`config.mk`:
```
export PLATFORM = sky130hd
export DESIGN_NAME = dual_lane_shifter
export DESIGN_NICKNAME = d
export VERILOG_FILES = /design/src/rtl/dls_pkg.sv /design/src/rtl/dls_edge.sv /design/src/rtl/dls_seq.sv /design/src/rtl/dls_bank.sv /design/src/rtl/dls_lane.sv /design/src/rtl/dual_lane_shifter.sv
export SDC_FILE = /design/constraint.sdc
export NUM_CORES = 1
export LEC_CHECK = 0
export ABC_AREA = 1
export BUFFER_PORTS_ARGS = -buffer_cell sky130_fd_sc_hd__buf_2
export CORE_MARGIN = 2
export CORE_UTILIZATION = 36
export DETAILED_ROUTE_END_ITERATION = 12
export PLACE_DENSITY = 0.64
export SYNTH_ARGS = -nofsm -noshare
export SYNTH_HDL_FRONTEND = slang
export SYNTH_SLANG_ARGS = --single-unit
export TNS_END_PERCENT = 20
```
`constraint.sdc`:
```
create_clock -name clk -period 5.6 [get_ports clk]
set_input_delay 1.4 -clock clk [delete_from_list [all_inputs] [get_ports clk]]
set_output_delay 1.4 -clock clk [all_outputs]
set_load 0.01 [all_outputs]
```
`src/rtl/dls_pkg.sv`:
```
package dls_pkg;

  typedef struct packed {
    logic sclk_fall;
    logic busy_fall;
  } dls_evt_t;

  function automatic int unsigned lane_base(input int unsigned lane, input int unsigned nch);
    return lane * (nch / 2);
  endfunction

endpackage

```
`src/rtl/dls_edge.sv`:
```
module dls_edge
  import dls_pkg::*;
(
  input  logic     clk,
  input  logic     rst_q,
  input  logic     cs_n,
  input  logic     sclk,
  input  logic     busy,
  output dls_evt_t evt,
  output logic     frame_act
);

  logic sclk_q, busy_q, act_q;
  logic act_d;

  always_comb begin
    act_d         = ~cs_n;
    evt.sclk_fall = sclk_q & ~sclk & ~cs_n & act_q;
    evt.busy_fall = busy_q & ~busy;
  end

  always_ff @(posedge clk or negedge rst_q) begin
    if (!rst_q) begin
      sclk_q <= 1'b0;
      busy_q <= 1'b0;
      act_q  <= 1'b0;
    end else begin
      sclk_q <= sclk;
      busy_q <= busy;
      act_q  <= act_d;
    end
  end

  assign frame_act = act_q;

endmodule

```
`src/rtl/dls_seq.sv`:
```
module dls_seq #(
  parameter int unsigned NCH   = 8,
  parameter int unsigned RES_W = 16,
  localparam int unsigned BW   = $clog2(RES_W),
  localparam int unsigned CW   = $clog2(NCH)
) (
  input  logic          clk,
  input  logic          rst_q,
  input  logic          cs_n,
  input  logic          sclk_fall,
  output logic [BW-1:0] bit_idx,
  output logic [CW-1:0] ch_ptr
);

  localparam logic [BW-1:0] BIT_LAST = BW'(RES_W - 1);
  localparam logic [CW-1:0] CH_LAST  = CW'(NCH - 1);

  logic [BW-1:0] bit_d;
  logic [CW-1:0] ch_d;
  logic          upd;

  always_comb begin
    upd   = cs_n | sclk_fall;
    bit_d = bit_idx;
    ch_d  = ch_ptr;
    if (cs_n) begin
      bit_d = '0;
      ch_d  = '0;
    end else if (sclk_fall) begin
      if (bit_idx == BIT_LAST) begin
        bit_d = '0;
        ch_d  = (ch_ptr == CH_LAST) ? '0 : ch_ptr + 1'b1;
      end else begin
        bit_d = bit_idx + 1'b1;
      end
    end
  end

  always_ff @(posedge clk or negedge rst_q) begin
    if (!rst_q) begin
      bit_idx <= '0;
      ch_ptr  <= '0;
    end else if (upd) begin
      bit_idx <= bit_d;
      ch_ptr  <= ch_d;
    end
  end

endmodule

```
`src/rtl/dls_bank.sv`:
```
module dls_bank #(
  parameter int unsigned NCH   = 8,
  parameter int unsigned RES_W = 16,
  localparam int unsigned TOT  = NCH * RES_W
) (
  input  logic           clk,
  input  logic           rst_q,
  input  logic           busy_fall,
  input  logic           frame_act,
  input  logic [TOT-1:0] conv_data,
  output logic [TOT-1:0] bank_q,
  output logic           bank_we
);

  logic pend_q, pend_d;

  always_comb begin
    bank_we = (busy_fall | pend_q) & ~frame_act;
    pend_d  = (busy_fall | pend_q) & frame_act;
  end

  always_ff @(posedge clk or negedge rst_q) begin
    if (!rst_q) begin
      pend_q <= 1'b0;
    end else begin
      pend_q <= pend_d;
    end
  end

  always_ff @(posedge clk or negedge rst_q) begin
    if (!rst_q) begin
      bank_q <= '0;
    end else if (bank_we) begin
      bank_q <= conv_data;
    end
  end

endmodule

```
`src/rtl/dls_lane.sv`:
```
module dls_lane #(
  parameter int unsigned NCH   = 8,
  parameter int unsigned RES_W = 16,
  parameter int unsigned OFS   = 0,
  localparam int unsigned BW   = $clog2(RES_W),
  localparam int unsigned CW   = $clog2(NCH),
  localparam int unsigned TOT  = NCH * RES_W
) (
  input  logic [TOT-1:0] bank_q,
  input  logic [BW-1:0]  bit_idx,
  input  logic [CW-1:0]  ch_ptr,
  input  logic           en,
  output logic           bit_o
);

  logic [CW:0]      sum;
  logic [CW-1:0]    chan;
  logic [RES_W-1:0] word;
  logic [BW-1:0]    pos;

  always_comb begin
    sum = {1'b0, ch_ptr} + (CW+1)'(OFS);
    if (sum >= (CW+1)'(NCH)) begin
      sum = sum - (CW+1)'(NCH);
    end
    chan  = sum[CW-1:0];
    word  = bank_q[chan*RES_W +: RES_W];
    pos   = BW'(RES_W - 1) - bit_idx;
    bit_o = en & word[pos];
  end

endmodule

```
`src/rtl/dual_lane_shifter.sv`:
```
module dual_lane_shifter
  import dls_pkg::*;
#(
  parameter int unsigned NCH   = 8,
  parameter int unsigned RES_W = 16,
  localparam int unsigned BW   = $clog2(RES_W),
  localparam int unsigned CW   = $clog2(NCH),
  localparam int unsigned TOT  = NCH * RES_W,
  localparam int unsigned NLANE = 2
) (
  input  logic           clk,
  input  logic           rst_n,
  input  logic           cs_n,
  input  logic           sclk,
  input  logic           busy,
  input  logic [TOT-1:0] conv_data,
  output logic           dout_a,
  output logic           dout_b,
  output logic           dout_en
);

  logic             rst_s0, rst_q;
  dls_evt_t         evt;
  logic             frame_act;
  logic [BW-1:0]    bit_idx;
  logic [CW-1:0]    ch_ptr;
  logic [TOT-1:0]   bank_q;
  logic             bank_we;
  logic [NLANE-1:0] lane_bit;

  always_ff @(posedge clk or negedge rst_n) begin
    if (!rst_n) begin
      rst_s0 <= 1'b0;
      rst_q  <= 1'b0;
    end else begin
      rst_s0 <= 1'b1;
      rst_q  <= rst_s0;
    end
  end

  dls_edge u_edge (
    .clk       (clk),
    .rst_q     (rst_q),
    .cs_n      (cs_n),
    .sclk      (sclk),
    .busy      (busy),
    .evt       (evt),
    .frame_act (frame_act)
  );

  dls_seq #(.NCH(NCH), .RES_W(RES_W)) u_seq (
    .clk       (clk),
    .rst_q     (rst_q),
    .cs_n      (cs_n),
    .sclk_fall (evt.sclk_fall),
    .bit_idx   (bit_idx),
    .ch_ptr    (ch_ptr)
  );

  dls_bank #(.NCH(NCH), .RES_W(RES_W)) u_bank (
    .clk       (clk),
    .rst_q     (rst_q),
    .busy_fall (evt.busy_fall),
    .frame_act (frame_act),
    .conv_data (conv_data),
    .bank_q    (bank_q),
    .bank_we   (bank_we)
  );

  for (genvar g = 0; g < NLANE; g++) begin : g_lane
    dls_lane #(
      .NCH   (NCH),
      .RES_W (RES_W),
      .OFS   (lane_base(g, NCH))
    ) u_lane (
      .bank_q  (bank_q),
      .bit_idx (bit_idx),
      .ch_ptr  (ch_ptr),
      .en      (frame_act),
      .bit_o   (lane_bit[g])
    );
  end

  assign dout_a  = lane_bit[0];
  assign dout_b  = lane_bit[1];
  assign dout_en = frame_act;

endmodule

```
==> flow_summary.toml <==
[run_status]
status = "finished, final reports clean"

[grt]
grt_max_degree = 68
overflow = 0
globalRouteTotalUtil = 0.178
grt_pass1_wl_um = 27700
antenna_found_initial = 0
grt_pass1_vias = 5295

[timing]
fin_worst_skew_ns = 0.00766
finalSetupTns_ns = 0
rsz0062_at_grt = "no"
fin_crit_ns = 4.27
finalCritPeriodShare = 0.762
relSlewSlack = 0.340
fmax_mhz = 234
setup_violations = 0
setup_ws_ns = 1.33
drv_slew = 0
fin_hold_ws_ns = 0.256
tightest_slew_ns = 0.989
finalHoldViolCount = 0

[power]
p_total_uw = 3400
power.density_nw_per_um2 = 403
ir_drop_mv = 0.234
p_leak_uw = 0.00395

[cells_and_area]
drive_gt1_frac = 0.371
areaGrowthSynthToFinish_pct = 21.1
antenna_cells = 0
fin_nets = 951
n_fill_cell = 1807
stdcell_count = 1088

[critical_path]
r2r-end = "u_bank.bank_q[78]$_DFFE_PN0P_"
r2r_cells = 4
critPathMaxFanout = 43
criticalPathCategory = "reg -> out"
cp.required_ns = 4.20
reg2reg_slack_ns = 3.36
rr_startpoint = "u_edge.busy_q$_DFF_PN0_"
start_kind = "register"
crit_arrival_ns = 2.87
end_kind = "output port"

[yosys]
ys_top_cells_by_count = "nand2_1, nand3_1, dfrtp_1"
synth.area.top_cells = "dfrtp_1, mux2_2, nand3_1, nand2_1, buf_2"
synth-seq-cells = 141
synth_most_common_cell = "nand2_1"
yosysTopAreaCell = "dfrtp_1"
syn_nets = 835
synth_area_per_cell_um2 = 9.96
ys_seq_area_frac = 0.507
synth_cell_types = 24
netlist_area_um2 = 6960
synth_edf_count = 0
synthArstFlopShare = 1.00
yosysWarningCount = 0
synthFlopType = "dfrtp_1"
syn_inst = 699
synth_top_area_share = 0.507

[clocking]
hold_buffers = 0
post_cts_buffers = 0
clk_latency_ns = 0.42
cts_sinks = 141
cts.htree.levels = 4
cts_tree = "done"
cts.path.max_buffers = 2
root_buffer = "clkbuf_16"
clk_pin_slew_worst_paths_ns = 0.06
cts_inserted_buffers = 17
post_cts_resized = 0

[drt]
first_pass_iters = 5
ant_nets = 0
num_vias = 5393
drcViolationCount = 0
drtIter0Drc = 328
via_per_inst = 4.96
drt-total-wl_um = 17400
wl_per_cell_um = 16.0

[floorplanning]
std_cell_rows = 50
die_h_um = 143
dieArea_um2 = 20500
start_util = 0.370
core_area_um2 = 18800
fp.dieW_um = 143
io_pins = 136

[flow_run]
cap_viol_max_count = 0

[placement]
place_inst = 1056
gp_congestion = 0.887
port-buffer-count = 135
dpl.hpwl_um = 12000
place_ws_ns = 1.74

[hold_path]
hold_class = "reg -> async"
[logic make-up (layout without fill, tap and decap cells)]
logic type / after synthesis / in the layout / synth area share
simple gates: 349 / 349 / 0.217
flops: 141 / 141 / 0.507
fa+ha+maj: 3 / 3 / 0.00539
compound gates: 19 / 19 / 0.0142
mux: 128 / 128 / 0.207
buf+inv: 58 / 187 / 0.0487
other cells: 1 / 1 / 0.000539
[metal layers]
metal / GRT usage / routed length, um / part of all wire / vias to the layer above
met5: 0 / 0 / 0 / -
met4: 0.0542 / 266 / 0.015 / 0
met3: 0.0402 / 747 / 0.043 / 15
met2: 0.281 / 8120 / 0.47 / 140
met1: 0.244 / 8240 / 0.47 / 2622
li1: - / - / - / 2616
[through the flow]
stage	area [um^2]	utilization
3_3_place_gp	7750	0.411
5_1_grt	8430	0.448
6_report	8430	0.448
2_1_floorplan	6960	-
4_1_cts	8430	0.448
3_5_place_dp	7750	0.411
[state kept, by name, summed over array words and instances, names as in the netlist]
signal	flops
rst_q	1
rst_s0	1
u_bank.bank_q	128
u_bank.pend_q	1
u_edge.busy_q	1
u_edge.frame_act	1
u_edge.sclk_q	1
u_seq.bit_idx	4
u_seq.ch_ptr	3
[cell type report]
class	instances	area [um^2]	area share
tap	260	325	0.0386
clock inverter	10	209	0.0248
inverter	13	48.8	0.00579
sequential	141	3530	0.419
clock buffer	22	474	0.0563
timing repair buffer	142	741	0.0879
multi-input combinational	500	3100	0.368
[cell usage in the layout, fill, tap and decap left out, drive strengths merged]
cell / n
conb: 1
nand2: 168
clkinv: 3
nor2: 24
bufinv: 6
dfrtp: 141
buf: 142
mux2: 128
a21oi: 2
inv: 12
a31oi: 1
clkinvlp: 2
o21ai: 15
ha: 3
nor4: 1
o21a: 1
nand3: 154
nor3: 1
clkbuf: 22
or2: 1
[worst max-delay path by stage]
stage,from,endpoint,slack (ns),depth (start not counted)
finish,u_seq.ch_ptr[0]$_DFFE_PN0P_,dout_a,1.33,13
global route,u_seq.ch_ptr[0]$_DFFE_PN0P_,dout_a,1.05,13
CTS,u_seq.ch_ptr[0]$_DFFE_PN0P_,dout_a,1.28,13
detailed placement,u_seq.ch_ptr[0]$_DFFE_PN0P_,dout_b,1.74,13
global placement,u_seq.ch_ptr[0]$_DFFE_PN0P_,dout_b,1.78,13
floorplan,rst_q$_DFF_PN0_,u_bank.bank_q[0]$_DFFE_PN0P_,1.38,0
[power by group]
group / switching (uW) / internal (uW) / leakage (uW)
sequential: 112 / 1220 / 0.00167
combinational: 413 / 339 / 0.00196
clock: 445 / 872 / 0.000327
[worst max-delay path, cell delays in order, from the launching register on]
cell and delay, ns:
dfrtp_2 0.40, inv_2 0.54, buf_4 0.39, nand2_1 0.08, nand3_1 0.07, nand2_1 0.07, o21ai_0 0.15, nand2_1 0.07
nand2_1 0.10, nor2_1 0.04, nor2_1 0.13, nor2_1 0.07, nor2_2 0.17, buf_2 0.16
(Power assumes the default switching activity.)
